## src/rtl/rbs_pkg.sv

```systemverilog
package rbs_pkg;
   localparam int FIELD_W       = 4;
   localparam int BYTE_W        = 8;
   localparam int BITS_PER_BYTE = 8;
   localparam int FRAME_BITS    = BYTE_W + 2;
   localparam int SEL_W         = 4;
   localparam logic [BYTE_W-1:0] CHECK_BYTE = 8'hCA;
   localparam logic [BYTE_W-1:0] EMPTY_BYTE = 8'h00;
   localparam logic [FIELD_W-1:0] CONT_CODE = '1;
   // tick counter must hold 8*(2^15+1)-1
   localparam int TCW = (1 << FIELD_W) - 1 + 4;

   typedef enum logic [1:0] {
      ST_IDLE,
      ST_GAP,
      ST_FRAME,
      ST_AWIN
   } rbs_state_e;
endpackage

```

## src/rtl/rbs_reply_mux.sv

```systemverilog
module rbs_reply_mux
   import rbs_pkg::*;
(
   input  logic [SEL_W-1:0]   sel,
   input  logic [15:0]        hold_word,
   input  logic [7:0]         mem_addr,
   input  logic [FIELD_W-1:0] cal_addr,
   input  logic [FIELD_W-1:0] cmd_code,
   input  logic [FIELD_W-1:0] ana_sel,
   input  logic [FIELD_W-1:0] win_code,
   input  logic [7:0]         mem_byte,
   input  logic [7:0]         temp_index,
   input  logic [7:0]         rate_count,
   output logic [BYTE_W-1:0]  reply
);
   always_comb begin
      unique case (sel)
         4'h0:    reply = hold_word[7:0];
         4'h1:    reply = hold_word[15:8];
         4'h2:    reply = {mem_addr[7:4], cal_addr};
         4'h3:    reply = {cmd_code, sel};
         4'h4:    reply = {ana_sel, win_code};
         4'h5:    reply = mem_addr;
         4'h6:    reply = mem_byte;
         4'h7:    reply = temp_index;
         4'h8:    reply = rate_count;
         4'h9:    reply = EMPTY_BYTE;
         default: reply = CHECK_BYTE;
      endcase
   end
endmodule

```

## src/rtl/rbs_bit_timer.sv

```systemverilog
module rbs_bit_timer #(
   parameter int PERW = 12
) (
   input  logic            clk,
   input  logic            rst_n,
   input  logic            run,
   input  logic [PERW-1:0] period,
   output logic            tick
);
   logic [PERW-1:0] cnt_q;
   logic [PERW-1:0] last;

   // a zero period is treated as one cycle
   assign last = (period == '0) ? '0 : period - 1'b1;
   assign tick = run && (cnt_q == last);

   always_ff @(posedge clk or negedge rst_n) begin
      if (!rst_n)     cnt_q <= '0;
      else if (!run)  cnt_q <= '0;
      else if (tick)  cnt_q <= '0;
      else            cnt_q <= cnt_q + 1'b1;
   end
endmodule

```

## src/rtl/rbs_window_len.sv

```systemverilog
module rbs_window_len
   import rbs_pkg::*;
#(
   parameter int CONT_WIN_LOG2 = 15,
   parameter bit CONT_ENABLE   = 1'b1
) (
   input  logic [FIELD_W-1:0] code,
   output logic [TCW-1:0]     last_tick,
   output logic               cont
);
   logic [FIELD_W-1:0] expo;
   logic [TCW-1:0]     nbytes;

   generate
      if (CONT_ENABLE) begin : g_cont
         assign cont = (code == CONT_CODE);
         assign expo = cont ? FIELD_W'(CONT_WIN_LOG2) : code;
      end else begin : g_plain
         assign cont = 1'b0;
         assign expo = code;
      end
   endgenerate

   assign nbytes    = (TCW'(1) << expo) + TCW'(1);
   assign last_tick = (nbytes << $clog2(BITS_PER_BYTE)) - TCW'(1);
endmodule

```

## src/rtl/readback_window_seq.sv

```systemverilog
module readback_window_seq
   import rbs_pkg::*;
#(
   parameter int PERW          = 12,
   parameter int CONT_WIN_LOG2 = 15,
   parameter bit CONT_ENABLE   = 1'b1
) (
   input  logic            clk,
   input  logic            rst_n,
   input  logic            rd_req,
   input  logic            ana_req,
   input  logic [3:0]      rd_sel,
   input  logic [15:0]     hold_word,
   input  logic [7:0]      mem_addr,
   input  logic [3:0]      cal_addr,
   input  logic [3:0]      cmd_code,
   input  logic [3:0]      ana_sel,
   input  logic [3:0]      win_code,
   input  logic [7:0]      mem_byte,
   input  logic [7:0]      temp_index,
   input  logic [7:0]      rate_count,
   input  logic [PERW-1:0] bit_period,
   output logic            line_out,
   output logic            line_oe,
   output logic            ana_oe,
   output logic            busy
);
   localparam logic [TCW-1:0] GAP_LAST   = TCW'(BITS_PER_BYTE - 1);
   localparam logic [TCW-1:0] FRAME_LAST = TCW'(FRAME_BITS - 1);

   generate
      if (PERW < 1 || PERW > 16) begin : g_bad_perw
         $error("PERW must lie in 1..16");
      end
      if (CONT_WIN_LOG2 < 1 || CONT_WIN_LOG2 > 15) begin : g_bad_cont
         $error("CONT_WIN_LOG2 must lie in 1..15");
      end
   endgenerate

   rbs_state_e            state_q;
   logic [TCW-1:0]        tcnt_q;
   logic [FRAME_BITS-1:0] frame_q;
   logic                  ana_q;
   logic                  cont_q;
   logic [TCW-1:0]        wlast_q;
   logic                  tick;
   logic [BYTE_W-1:0]     reply;
   logic [TCW-1:0]        wlast;
   logic                  wcont;

   rbs_reply_mux u_mux (
      .sel        (rd_sel),
      .hold_word  (hold_word),
      .mem_addr   (mem_addr),
      .cal_addr   (cal_addr),
      .cmd_code   (cmd_code),
      .ana_sel    (ana_sel),
      .win_code   (win_code),
      .mem_byte   (mem_byte),
      .temp_index (temp_index),
      .rate_count (rate_count),
      .reply      (reply)
   );

   rbs_bit_timer #(.PERW(PERW)) u_timer (
      .clk    (clk),
      .rst_n  (rst_n),
      .run    (state_q != ST_IDLE),
      .period (bit_period),
      .tick   (tick)
   );

   rbs_window_len #(
      .CONT_WIN_LOG2 (CONT_WIN_LOG2),
      .CONT_ENABLE   (CONT_ENABLE)
   ) u_wlen (
      .code      (win_code),
      .last_tick (wlast),
      .cont      (wcont)
   );

   always_ff @(posedge clk or negedge rst_n) begin
      if (!rst_n) begin
         state_q <= ST_IDLE;
         tcnt_q  <= '0;
         frame_q <= '1;
         ana_q   <= 1'b0;
         cont_q  <= 1'b0;
         wlast_q <= '0;
      end else begin
         unique case (state_q)
            ST_IDLE: begin
               tcnt_q <= '0;
               if (rd_req) begin
                  // readback has priority over a same-cycle analog request
                  state_q <= ST_GAP;
                  frame_q <= {1'b1, reply, 1'b0};
                  ana_q   <= 1'b0;
               end else if (ana_req) begin
                  state_q <= ST_AWIN;
                  ana_q   <= 1'b1;
                  cont_q  <= wcont;
                  wlast_q <= wlast;
               end
            end
            ST_GAP: begin
               if (tick) begin
                  if (tcnt_q == GAP_LAST) begin
                     state_q <= ST_FRAME;
                     tcnt_q  <= '0;
                  end else begin
                     tcnt_q <= tcnt_q + 1'b1;
                  end
               end
            end
            ST_FRAME: begin
               if (tick) begin
                  frame_q <= {1'b1, frame_q[FRAME_BITS-1:1]};
                  if (tcnt_q == FRAME_LAST) begin
                     state_q <= ST_IDLE;
                     tcnt_q  <= '0;
                  end else begin
                     tcnt_q <= tcnt_q + 1'b1;
                  end
               end
            end
            ST_AWIN: begin
               if (tick) begin
                  if (tcnt_q == wlast_q) begin
                     state_q <= ST_IDLE;
                     tcnt_q  <= '0;
                     if (!cont_q) ana_q <= 1'b0;
                  end else begin
                     tcnt_q <= tcnt_q + 1'b1;
                  end
               end
            end
            default: state_q <= ST_IDLE;
         endcase
      end
   end

   assign busy     = (state_q != ST_IDLE);
   assign line_oe  = (state_q == ST_FRAME);
   assign line_out = (state_q == ST_FRAME) ? frame_q[0] : 1'b1;
   assign ana_oe   = ana_q;
endmodule

```

## config.mk

```make
export PLATFORM = sky130hd
export DESIGN_NAME = readback_window_seq
export DESIGN_NICKNAME = d
export VERILOG_FILES = /design/src/rtl/rbs_pkg.sv /design/src/rtl/rbs_reply_mux.sv /design/src/rtl/rbs_bit_timer.sv /design/src/rtl/rbs_window_len.sv /design/src/rtl/readback_window_seq.sv
export SDC_FILE = /design/constraint.sdc
export NUM_CORES = 1
export LEC_CHECK = 0
export ABC_AREA = 1
export BUFFER_PORTS_ARGS = -buffer_cell sky130_fd_sc_hd__buf_4
export CAP_MARGIN = 15
export CELL_PAD_IN_SITES_DETAIL_PLACEMENT = 0
export CELL_PAD_IN_SITES_GLOBAL_PLACEMENT = 1
export CORE_MARGIN = 4
export CORE_UTILIZATION = 30
export CTS_CLUSTER_DIAMETER = 100
export CTS_CLUSTER_SIZE = 14
export DETAILED_ROUTE_END_ITERATION = 8
export PLACE_DENSITY_LB_ADDON = 0.08
export SLEW_MARGIN = 20
export SYNTH_ARGS = -nofsm -noshare
export SYNTH_HDL_FRONTEND = slang
export SYNTH_SLANG_ARGS = --single-unit
```

## constraint.sdc

```tcl
create_clock -name clk -period 2.1 [get_ports clk]
set_input_delay 0.105 -clock clk [delete_from_list [all_inputs] [get_ports clk]]
set_output_delay 0.105 -clock clk [all_outputs]
set_load 0.005 [all_outputs]
```

## Yosys cells after proc, flatten, opt, wreduce, memory -nomap -nowiden

Cells that the tools add are included.

| cells by class | value |
|---|---|
| $add $sub $neg | 5 |
| equality and inequality tests | 26 |
| shift operators | 1 |
| muxes and demuxes | 31 |
| bitwise operators | 1 |
| reduce and logical (&&, ||, !) cells | 12 |

Operators by type and width:

| kind | number |
|---|---|
| 2-to-1 mux 19 bit | 6 |
| one-hot mux 8 bit (10 select lines) | 1 |
| one-hot mux 19 bit (4 select lines) | 1 |
| 2-to-1 mux 12 bit | 3 |
| 2-to-1 mux 10 bit | 2 |
| one-hot mux 10 bit (2 select lines) | 1 |
| adder 19 x 1 -> 19 bit, second input constant | 1 |
| equality test 19 bit | 1 |
| equality test 19 x 3 -> 1 bit, second input constant | 1 |
| equality test 19 x 4 -> 1 bit, second input constant | 1 |
| subtractor 19 x 1 -> 19 bit, second input constant | 1 |
| adder 16 x 2 -> 16 bit, second input constant | 1 |
| equality test 4 x 3 -> 1 bit, second input constant | 4 |
| 2-to-1 mux 2 bit | 8 |
| << shifter 1 x 4 -> 16 bit, first input constant | 1 |
| adder 12 x 1 -> 12 bit, second input constant | 1 |
| equality test 12 bit | 1 |
| equality test 4 bit, second input constant | 3 |
| zero test 12 bit | 1 |
| != test 2 bit, second input constant | 6 |
| subtractor 12 x 1 -> 12 bit, second input constant | 1 |
| AND reduction 3 bit | 3 |
| equality test 4 x 2 -> 1 bit, second input constant | 2 |
| one-hot mux 2 bit (4 select lines) | 1 |
| 15 further kinds | 24 |

| word-level totals | value |
|---|---|
| register bits after elaboration | 64 |
| input bits | 84 |
| output and inout port bits | 4 |
| word-level logic and storage cells | 83 |

## Depth between registers and ports, before layout

Gate-level depths: netlist (run 1).

| logic depth | value |
|---|---|
| depth after elaboration | 6 |
| mapped depth | 17 |

## By module

A second synthesis (run 1) with hierarchy kept.

| unflattened totals | value |
|---|---|
| cell total of the unflattened synthesis | 843 |
| area, all modules | 5525.3 um^2 |

Modules (own cells, without submodules):

| module | instances | cells each | area an instance (um^2) |
|---|---|---|---|
| readback_window_seq | 1 | 428 | 3243.1 |
| rbs_bit_timer | 1 | 211 | 1280.0 |
| rbs_reply_mux | 1 | 150 | 676.9 |
| rbs_window_len | 1 | 54 | 325.3 |

## Worst setup path before layout (run 1)

OpenSTA, ideal clock, no wires.

| timing path | value |
|---|---|
| path type | in2reg |
| from | in bit_period[0] |
| to | reg tcnt_q[8] |
| arrival | 1.787 ns |
| setup slack | 0.190 ns |
| stages on the path | 16 |
| buffers on the path | 3 |
| cell sequence | inv_1 -> ha_1 -> nand2_2 -> nor2_8 -> nand2_4 -> buf_6 -> nand2_2 -> nand2_1 -> nand2_2 -> nand3_2 -> nor2_4 -> nand3_4 -> buf_6 -> buf_6 -> nand3_2 -> o21ai_1 |

| on the way | value |
|---|---|
| cells in the longest elaborated chain, start to end | 6 |

Ends and longest elaborated chain:

| item | RTL line | text |
|---|---|---|
| start, declared | readback_window_seq.sv:22 | `input logic [PERW-1:0] bit_period,` |
| subtractor 12 x 1 -> 12 bit or zero test 12 bit (tied branches) | rbs_bit_timer.sv:14 | `assign last = (period == '0) ? '0 : period - 1'b1;` |
| 2-to-1 mux 12 bit (*) | rbs_bit_timer.sv:14 |  |
| equality test 12 bit (*) | rbs_bit_timer.sv:15 | `assign tick = run && (cnt_q == last);` |
| logical AND 1 bit (*) | rbs_bit_timer.sv:15 |  |
| != test 2 bit (no line) or != test 2 x 1 -> 1 bit (tied branches) | - |  |
| AND reduction 3 bit (no line) (*) | - |  |
| end signal, assigned | readback_window_seq.sv:112 | `tcnt_q <= tcnt_q + 1'b1;` |
| end signal, assigned | readback_window_seq.sv:123 | `tcnt_q <= tcnt_q + 1'b1;` |
| end signal, assigned | readback_window_seq.sv:134 | `tcnt_q <= tcnt_q + 1'b1;` |
| end, declared | readback_window_seq.sv:41 | `logic [TCW-1:0] tcnt_q;` |

Every way passes the cells marked *; elsewhere a longest branch is shown, timed or not.
A chain may end at the register's enable or synchronous reset.

## Final worst setup path (run 1)

| timing path | value |
|---|---|
| from | reg u_timer.cnt_q[2] |
| to | reg u_timer.cnt_q[11] |

| on the way | value |
|---|---|
| cells in the longest elaborated chain, start to end | 4 |

Ends and longest elaborated chain:

| item | RTL line | text |
|---|---|---|
| start, declared | rbs_bit_timer.sv:10 | `logic [PERW-1:0] cnt_q;` |
| start signal, assigned | rbs_bit_timer.sv:21 | `else cnt_q <= cnt_q + 1'b1;` |
| branches (longest 2 deep; another with adder 12 x 1 -> 12 bit) | - |  |
| 2-to-1 mux 12 bit (*) | rbs_bit_timer.sv:20 | `else if (tick) cnt_q <= '0;` |
| 2-to-1 mux 12 bit (*) | rbs_bit_timer.sv:19 | `else if (!run) cnt_q <= '0;` |

Every way passes the cells marked *.

==> results of run 1 <==
[metal layers]
metal / vias up / global-route usage [%] / routed length, um
li1: 2630 / - / -
met1: 2369 / 22.6 / 7110
met2: 110 / 26.9 / 6690
met3: 9 / 3.58 / 769
met4: 0 / 3.70 / 128
met5: - / 0 / 0
[power breakdown]
part	leakage [nW]	switching (mW)	internal (mW)
registers	0.786	0.203	1.49
clock network	0.125	0.523	0.790
logic	2.17	1.11	0.813
total	3.08	1.84	3.10
[worst register-to-register path, cell delays in order (launching register included)]
cell	delay, ns
dfrtp_1	0.40
inv_1	0.07
nor3_1	0.26
nand3_1	0.17
nor2_2	0.19
inv_1	0.07
nor3_1	0.25
nand3_1	0.14
xor2_1	0.16
nor2_1	0.06
[synth_stat cells (all sizes together), types with 9 or more instances]
library cell	number
buf	11
a31oi	9
xnor2	18
nand2	231
nand3	88
xor2	16
o21ai	38
dfstp	9
nor3	19
dfrtp	52
inv	85
nor2	82
nand4	20
a21oi	11
[area by class of cell]
cell class | instances | area share (%)
flip-flops and latches | 61 | 24.5
clock buffers | 11 | 3.70
repair buffers | 129 | 15.8
inverters | 87 | 5.19
clock inverters | 4 | 0.417
multi-input cells | 567 | 46.1
well taps | 216 | 4.29
[logic make-up after synthesis]
family	synth area share (%)
and+or+nand+nor	42.4
buffers and inverters	8.86
AOI/OAI and AO/OA	9.09
DFF	31.7
xor gates and xnor gates	6.14
adders and majority gates	1.81
[worst max-delay path by stage]
stage,to,slack [ns],startpoint,cells past startpoint
after floorplan,tcnt_q[8],0.19,bit_period[0],16
after global placement,tcnt_q[13],0.02,bit_period[0],15
after detailed placement,tcnt_q[1],-0.04,bit_period[0],13
after CTS,u_timer.cnt_q[10],0.08,u_timer.cnt_q[0],7
after global routing,u_timer.cnt_q[11],0.01,u_timer.cnt_q[2],9
final,u_timer.cnt_q[11],0.21,u_timer.cnt_q[2],9
[state kept, by name, indices dropped and copies added (netlist names)]
| name | count |
|---|---|
| state_q | 2 |
| frame_q | 9 |
| ana_oe | 1 |
| wlast_q | 17 |
| tcnt_q | 19 |
| u_timer.cnt_q | 12 |
| cont_q | 1 |
[what timing repair did]
action                                  in CTS  in global routing
endpoints found under the hold margin       52                  0
endpoints found under the setup margin       0                 14
gates resized for setup                      0                 10
hold buffers                                 1                  0
[per-stage QoR]
step	hold WS, ns	cells
after floorplan	-0.191	733
after global placement	0.262	1059
after detailed placement	0.263	1059
after CTS	0.0986	1075
after global routing	0.116	1075
final	0.106	1075
==> flow_metrics.tcl, run 1 <==
set metrics [dict create \
    status "completed" \
    multi_input_area_um2 2900 \
    ff_latch_area_um2 1540 \
    fin_util_pct 39.8 \
    setup_violations 0 \
    postSynthCellCount 733 \
    wl_um 14700 \
    rsz0062_at_grt "no" \
    setup-tns-final_ns 0 \
    slowest_stage "dfrtp_1" \
    drt_iter0_drc 290 \
    cp_num_buf_inv 2 \
    synthTopCellsByArea "dfrtp_1 27%, nand2_1 17%, nand3_1 7.8%" \
    cp_max_fo 4 \
    grt_pass1_vias 5031 \
    cpLargestDelayFamily "simple AND/OR/NAND/NOR gates" \
    worstMarginPinSlew_ns 0.817 \
    drc_errors 0 \
    cts_tree "built" \
    antenna_found_initial 0 \
    cts-htree-levels 3 \
    cts_max_path_buffers 2 \
    pre_cts_ws_ns -0.0432 \
    syn_avg_cell_area_um2 6.61 \
    synth_seq_cells 61 \
    synth_top_cell_by_area "dfrtp_1" \
    crit_required_ns 2.30 \
    synth-main-ff-cell "dfrtp_1" \
    gr-total-overflow 0 \
    grt_max_degree 62 \
    layout_common_cells "222 x nand2_1, 126 x buf_4, 84 x inv_1" \
    clkLatencyLatePin_ns 0.32 \
    row_count 46 \
    viasPerCell 4.76 \
    vdd_drop_max_mv 0.342 \
    r2r_slack_ns 0.21 \
    cellPowerDensity_nw_per_um2 784 \
    die_x_um 135 \
    fmax_ghz 0.529 \
    p_leak_nw 3.08 \
    drive_gt1_share_pct 22.0 \
    synthArstFlopShare_pct 100 \
    fp.dieArea_um2 18300 \
    seq_area_frac_synth_pct 31.7 \
    setup_ws_ns 0.211 \
    grt_use_total_pct 16.5 \
    cpPeakStageDelay_ns 0.40 \
    ant_nets 0 \
    fin_crit_ns 1.89 \
    io_buffer_count 87 \
    hold_depth 4 \
    yosysWarnings 0 \
    maxCapViolCount 0 \
    reg2reg_to "u_timer.cnt_q[11]" \
    total_power_mw 4.94 \
    fillCellCount 1736 \
    cp-start-kind "register" \
    dp_hpwl_um 11800 \
    final_area_um2 6290 \
    start_util_pct 30.6 \
    synth_edf_count 0 \
    root_buffer "clkbuf_16" \
    fin_crit_sh_pct 89.9 \
    netlist.area_leader.share_pct 26.9 \
    path_clk_slew_ns 0.05 \
    wire_per_inst_um 13.7 \
    r2r_start "u_timer.cnt_q[2]" \
    hold_end "state_q[1]" \
    gp_congestion 0.843 \
    placed_area_um2 6000 \
    end_kind "register" \
    io_pins 88 \
    layout_commonest_cell "nand2_1" \
    dr.pass1.iters 4 \
    hold_class "in2reg" \
    cp.arrival_ns 2.09 \
    cp_cell_sequence "inv_1 -> nor3_1 -> nand3_1 -> nor2_2 -> inv_1 -> nor3_1 -> nand3_1 -> xor2_1 -> nor2_1" \
    finalHoldViolations 0 \
    synthesis.nets 824 \
    die_y_um 135 \
    critical_path_class "reg2reg" \
    grt_pass1_wl_um 24700 \
    post_cts_buffers 0 \
    num_vias 5118 \
    slew-limit-headroom_pct 45.6 \
    r2r_cells 9 \
    finalMaxSlewViolations 0 \
    finClkSkew_ns 0.0109 \
    syn_to_final_growth_pct 29.9 \
    antenna_cells 0 \
    holdCritStartpoint "rd_req" \
    synthDistinctLibCells 44 \
    cts_made_buffers 9 \
    core_area_um2 15800 \
    syn_area_um2 4850 \
    cts.sinks 61 \
    layout.nets 946 \
]
No activity file was read; power rests on OpenSTA's default activity.
==> run 2: changes to the inputs <==
--- a/config.mk
+++ b/config.mk
@@ -11,11 +11,11 @@
 export CELL_PAD_IN_SITES_DETAIL_PLACEMENT = 0
 export CELL_PAD_IN_SITES_GLOBAL_PLACEMENT = 1
 export CORE_MARGIN = 4
-export CORE_UTILIZATION = 30
+export CORE_UTILIZATION = 40
 export CTS_CLUSTER_DIAMETER = 100
 export CTS_CLUSTER_SIZE = 14
 export DETAILED_ROUTE_END_ITERATION = 8
-export PLACE_DENSITY_LB_ADDON = 0.08
+export PLACE_DENSITY_LB_ADDON = 0.1
 export SLEW_MARGIN = 20
 export SYNTH_ARGS = -nofsm -noshare
 export SYNTH_HDL_FRONTEND = slang
==> flow_metrics.tcl, run 2 (same netlist as run 1, synthesis figures left out) <==
set metrics [dict create \
    setup_ws_ns 0.195 \
    row_count 39 \
    setup_violations 0 \
    slew-limit-headroom_pct 47.2 \
    io_buffer_count 87 \
    vdd_drop_max_mv 0.449 \
    p_leak_nw 3.06 \
    r2r_cells 11 \
    fillCellCount 1152 \
    r2r_start "tcnt_q[0]" \
    gp_congestion 0.857 \
    fin_crit_sh_pct 90.7 \
    finalMaxSlewViolations 0 \
    path_clk_slew_ns 0.06 \
    cpMostUsedCell "nand2_1" \
    viasPerCell 5.20 \
    drt_iter0_drc 300 \
    antenna_cells 0 \
    cp-start-kind "register" \
    fp.dieArea_um2 13900 \
    cellPowerDensity_nw_per_um2 872 \
    drc_errors 0 \
    cp_max_fo 4 \
    cts_tree "built" \
    cts-htree-levels 3 \
    maxCapViolCount 0 \
    worstMarginPinSlew_ns 0.792 \
    startpoint "tcnt_q[0]" \
    clkLatencyLatePin_ns 0.32 \
    pre_cts_ws_ns -0.0564 \
    dr.pass1.iters 5 \
    core_area_um2 11600 \
    wl_um 13800 \
    rsz0062_at_grt "no" \
    cp_cell_sequence "ha_2 -> nand3_1 -> inv_1 -> nand2_1 -> nor2_1 -> nand2_1 -> o21ai_0 -> o21ai_0 -> o21a_1 -> nand3_1 -> nand2_1" \
    cts.sinks 61 \
    fmax_ghz 0.525 \
    hold_depth 4 \
    wire_per_inst_um 14.0 \
    final_area_um2 6240 \
    gr-total-overflow 0 \
    num_vias 5150 \
    largest_register_ffs 19 \
    cts_max_path_buffers 2 \
    hold_class "in2reg" \
    crit_required_ns 2.31 \
    placed_area_um2 5790 \
    die_x_um 118 \
    end_kind "register" \
    post_cts_buffers 0 \
    syn_to_final_growth_pct 28.8 \
    antenna_found_initial 0 \
    reg.largest.list "tcnt_q (19), wlast_q (17), u_timer.cnt_q (12)" \
    drive_gt1_share_pct 21.8 \
    grt_max_degree 62 \
    cpPeakStageDelay_ns 0.41 \
    grt_pass1_vias 5098 \
    grt_use_total_pct 20.2 \
    cp.arrival_ns 2.12 \
    finalHoldViolations 0 \
    layout_commonest_cell "nand2_1" \
    layout.nets 933 \
    total_power_mw 5.44 \
    ant_nets 0 \
    finClkSkew_ns 0.0110 \
    start_util_pct 41.7 \
    grt_pass1_wl_um 23600 \
    die_y_um 118 \
    dp_hpwl_um 10900 \
    status "completed" \
    top_register "tcnt_q" \
    io_pins 88 \
    root_buffer "clkbuf_16" \
    slowest_stage "dfrtp_1" \
    fin_crit_ns 1.90 \
    critical_path_class "reg2reg" \
    layout_common_cells "222 x nand2_1, 115 x buf_4, 84 x inv_1" \
    cts_made_buffers 9 \
    fin_util_pct 53.7 \
    holdCritStartpoint "win_code[3]" \
]
run 2: cell types whose count changed in the layout (fill, tap and decap cells not counted), sizes merged:
cell      change
clkinv        -3
bufinv        +5
inv           +2
clkbuf        -2
clkinvlp      -1
buf          -13
run 2: worst max-delay path: cells and delay by family (launching register included):
| family | cells | cell delay [ns] |
|---|---|---|
| DFF | 1 | 0.41 |
| AOI/OAI and AO/OA | 3 | 0.55 |
| adders and majority gates | 1 | 0.23 |
| and+or+nand+nor | 6 | 0.53 |
| buffers and inverters | 1 | 0.08 |
run 2: final timing paths:
path | slack [ns] | endpoint
min in group asynchronous | 0.40 | u_timer.cnt_q[6]
worst max-delay path | 0.20 | tcnt_q[12]
worst min-delay path | 0.11 | wlast_q[6]
max in group asynchronous | 1.12 | tcnt_q[4]
worst max register to register | 0.20 | tcnt_q[12]
worst min register to register | 0.46 | frame_q[8]
run 2: through the flow:
| step | cells | hold WS (ns) | setup TNS [ns] |
|---|---|---|---|
| floorplan | 733 | -0.191 | 0 |
| global placement | 973 | 0.250 | 0 |
| detailed placement | 973 | 0.247 | -0.381 |
| CTS | 990 | 0.0945 | 0 |
| global route | 990 | 0.117 | 0 |
| finish | 990 | 0.107 | 0 |
run 2: power by group:
group          internal (mW)  switching (mW)
clock                   1.41           0.531
combinational          0.737            1.05
sequential              1.49           0.219
total                   3.64            1.80
run 2: routing by layer:
| layer | up-vias | global-route usage, % | share of wire [%] |
|---|---|---|---|
| met3 | 16 | 4.57 | 6.6 |
| met1 | 2371 | 27.2 | 47 |
| li1 | 2610 | - | - |
| met2 | 153 | 31.9 | 45 |
| met4 | 0 | 6.59 | 1.4 |
| met5 | - | 0 | 0 |
run 2: repair_timing:
action,CTS,global route
hold buffers,1,0
endpoints found under the setup margin,0,18
endpoints found under the hold margin,52,0
resized for setup,0,15
run 2: area by class of cell:
class                      count  area, um2  share of cell area [%]
clock buffer                   9        225                    3.61
clock inverter                 7        168                    2.69
inverter                      87        327                    5.23
multi-input combinational    567       2930                    46.9
sequential                    61       1540                    24.7
tap                          143        179                    2.87
timing repair buffer         116        873                    14.0
==> run 3: changes to the inputs <==
--- a/config.mk
+++ b/config.mk
@@ -10,7 +10,6 @@
 export CAP_MARGIN = 15
 export CELL_PAD_IN_SITES_DETAIL_PLACEMENT = 0
 export CELL_PAD_IN_SITES_GLOBAL_PLACEMENT = 1
-export CORE_MARGIN = 4
 export CORE_UTILIZATION = 40
 export CTS_CLUSTER_DIAMETER = 100
 export CTS_CLUSTER_SIZE = 14
==> flow_metrics.tcl, run 3 (same netlist as run 1, synthesis figures left out) <==
set metrics [dict create \
    status "finished with violations" \
    violations "design-rule violations" \
    p_switching_mw 1.78 \
    cp_max_fo 4 \
    ant_nets 0 \
    stdcell_count 990 \
    num_vias 5010 \
    critical_path_class "reg2reg" \
    end_kind "register" \
    wire_per_inst_um 13.7 \
    cp-start-kind "register" \
    clkPwrFrac_pct 29.3 \
    final_area_um2 6140 \
    drc_errors 3 \
    die_x_um 112 \
    antenna_cells 0 \
    drt_iter0_drc 270 \
    syn_to_final_growth_pct 26.8 \
    crit_required_ns 2.30 \
    placed_area_um2 5800 \
    p_sw_share_pct 36.0 \
    layout.nets 933 \
    cts_max_path_buffers 2 \
    wl_um 13600 \
    grt_pass1_wl_um 22900 \
    io_buffer_count 87 \
    layout_common_cells "221 x nand2_1, 114 x buf_4, 84 x inv_1" \
    fin_crit_ns 1.93 \
    grt_max_degree 62 \
    dp_cells 973 \
    top_register "tcnt_q" \
    io_pins 88 \
    p_leak_nw 3.02 \
    cts_made_buffers 9 \
    cts.sinks 61 \
    p_comb_share_pct 36.1 \
    grt_pass1_vias 4881 \
    path_clk_slew_ns 0.05 \
    cellPowerDensity_nw_per_um2 805 \
    p_seq_share_pct 34.6 \
    gr-total-overflow 0 \
    antenna_found_initial 0 \
    cts_tree "built" \
    cp.arrival_ns 2.13 \
    row_count 39 \
    vdd_drop_max_mv 0.595 \
    die_y_um 112 \
    core_area_um2 11600 \
    finalHoldViolations 0 \
    root_buffer "clkbuf_16" \
    gp_congestion 0.877 \
    maxCapViolCount 0 \
    slew-limit-headroom_pct 47.3 \
    finClkSkew_ns 0.00566 \
    start_util_pct 41.7 \
    dr.pass1.iters 6 \
    cts-htree-levels 3 \
    clkLatencyLatePin_ns 0.32 \
    viasPerCell 5.06 \
    worstMarginPinSlew_ns 0.791 \
    layout_commonest_cell "nand2_1" \
    largest_register_ffs 19 \
    drive_gt1_share_pct 21.3 \
    grt_use_total_pct 22.4 \
    hold_class "in2reg" \
    reg.largest.list "tcnt_q (19), wlast_q (17), u_timer.cnt_q (12)" \
    fin_crit_sh_pct 92.1 \
    p_int_mw 3.17 \
    setup_violations 0 \
    dp_hpwl_um 10800 \
    fp.dieArea_um2 12600 \
    fmax_ghz 0.517 \
    finalMaxSlewViolations 0 \
]
run 3: through the flow:
step / TNS, ns / utilization [%] / hold WS [ns] / power, mW / setup WS [ns]
after global placement: 0 / 49.9 / 0.243 / 3.45 / 0.0294
after global routing: -0.00142 / 52.9 / 0.126 / 5.31 / -0.00142
after detailed placement: -0.190 / 49.9 / 0.247 / 3.50 / -0.0413
final: 0 / 52.9 / 0.117 / 4.95 / 0.167
after CTS: 0 / 52.5 / 0.105 / 4.97 / 0.0299
after floorplan: 0 / - / -0.191 / 2.83 / 0.190
run 3: timing repair:
item / 4_1_cts / 5_1_grt
buffers inserted: 0 / 0
endpoints found under the setup margin: 0 / 20
endpoints found under the hold margin: 52 / 0
hold buffers: 1 / 0
gates resized for setup: 0 / 13
run 3: worst max-delay path, cell delays in order (launching register included):
cell     delay (ns)
dfrtp_1        0.40
ha_1           0.23
nand3_1        0.14
inv_1          0.08
nand2_1        0.07
nor2_1         0.11
nand2_1        0.10
nor2_1         0.15
nand2_1        0.09
nor3_1         0.20
xnor2_1        0.15
o21ai_0        0.11
run 3: final timing paths:
check                       startpoint                to  slack [ns]  depth (start not counted)
hold reg to reg             frame_q[6]        frame_q[6]        0.46                          2
min in group asynchronous        rst_n  u_timer.cnt_q[8]        0.41                          2
max in group asynchronous        rst_n         tcnt_q[3]        1.12                          2
setup / recovery             tcnt_q[0]        tcnt_q[18]        0.17                         11
hold / removal             win_code[2]        wlast_q[9]        0.12                          3
setup reg to reg             tcnt_q[0]        tcnt_q[18]        0.17                         11
run 3: power groups by stage:
stage | Combinational (mW) | Clock [mW] | Sequential (mW)
after floorplan | 1.19 | 0 | 1.64
after global placement | 1.73 | 0 | 1.72
after detailed placement | 1.77 | 0 | 1.72
after CTS | 1.78 | 1.48 | 1.71
after global routing | 2.02 | 1.54 | 1.75
final | 1.78 | 1.45 | 1.71
run 3: layer usage:
metal / track usage [%] / routed length [um]
met1: 30.5 / 6520
met2: 37.5 / 6240
met3: 4.05 / 694
met4: 4.62 / 108
met5: 0 / 0
run 3: area by class of cell:
type                            instances  area (um2)
Tap cell                              143         179
Inverter                               87         327
Fill cell                            1134        5470
Timing Repair Buffer                  116         886
Sequential cell                        61        1540
Clock buffer                           12         246
Clock inverter                          4        47.5
Multi-Input combinational cell        567        2920
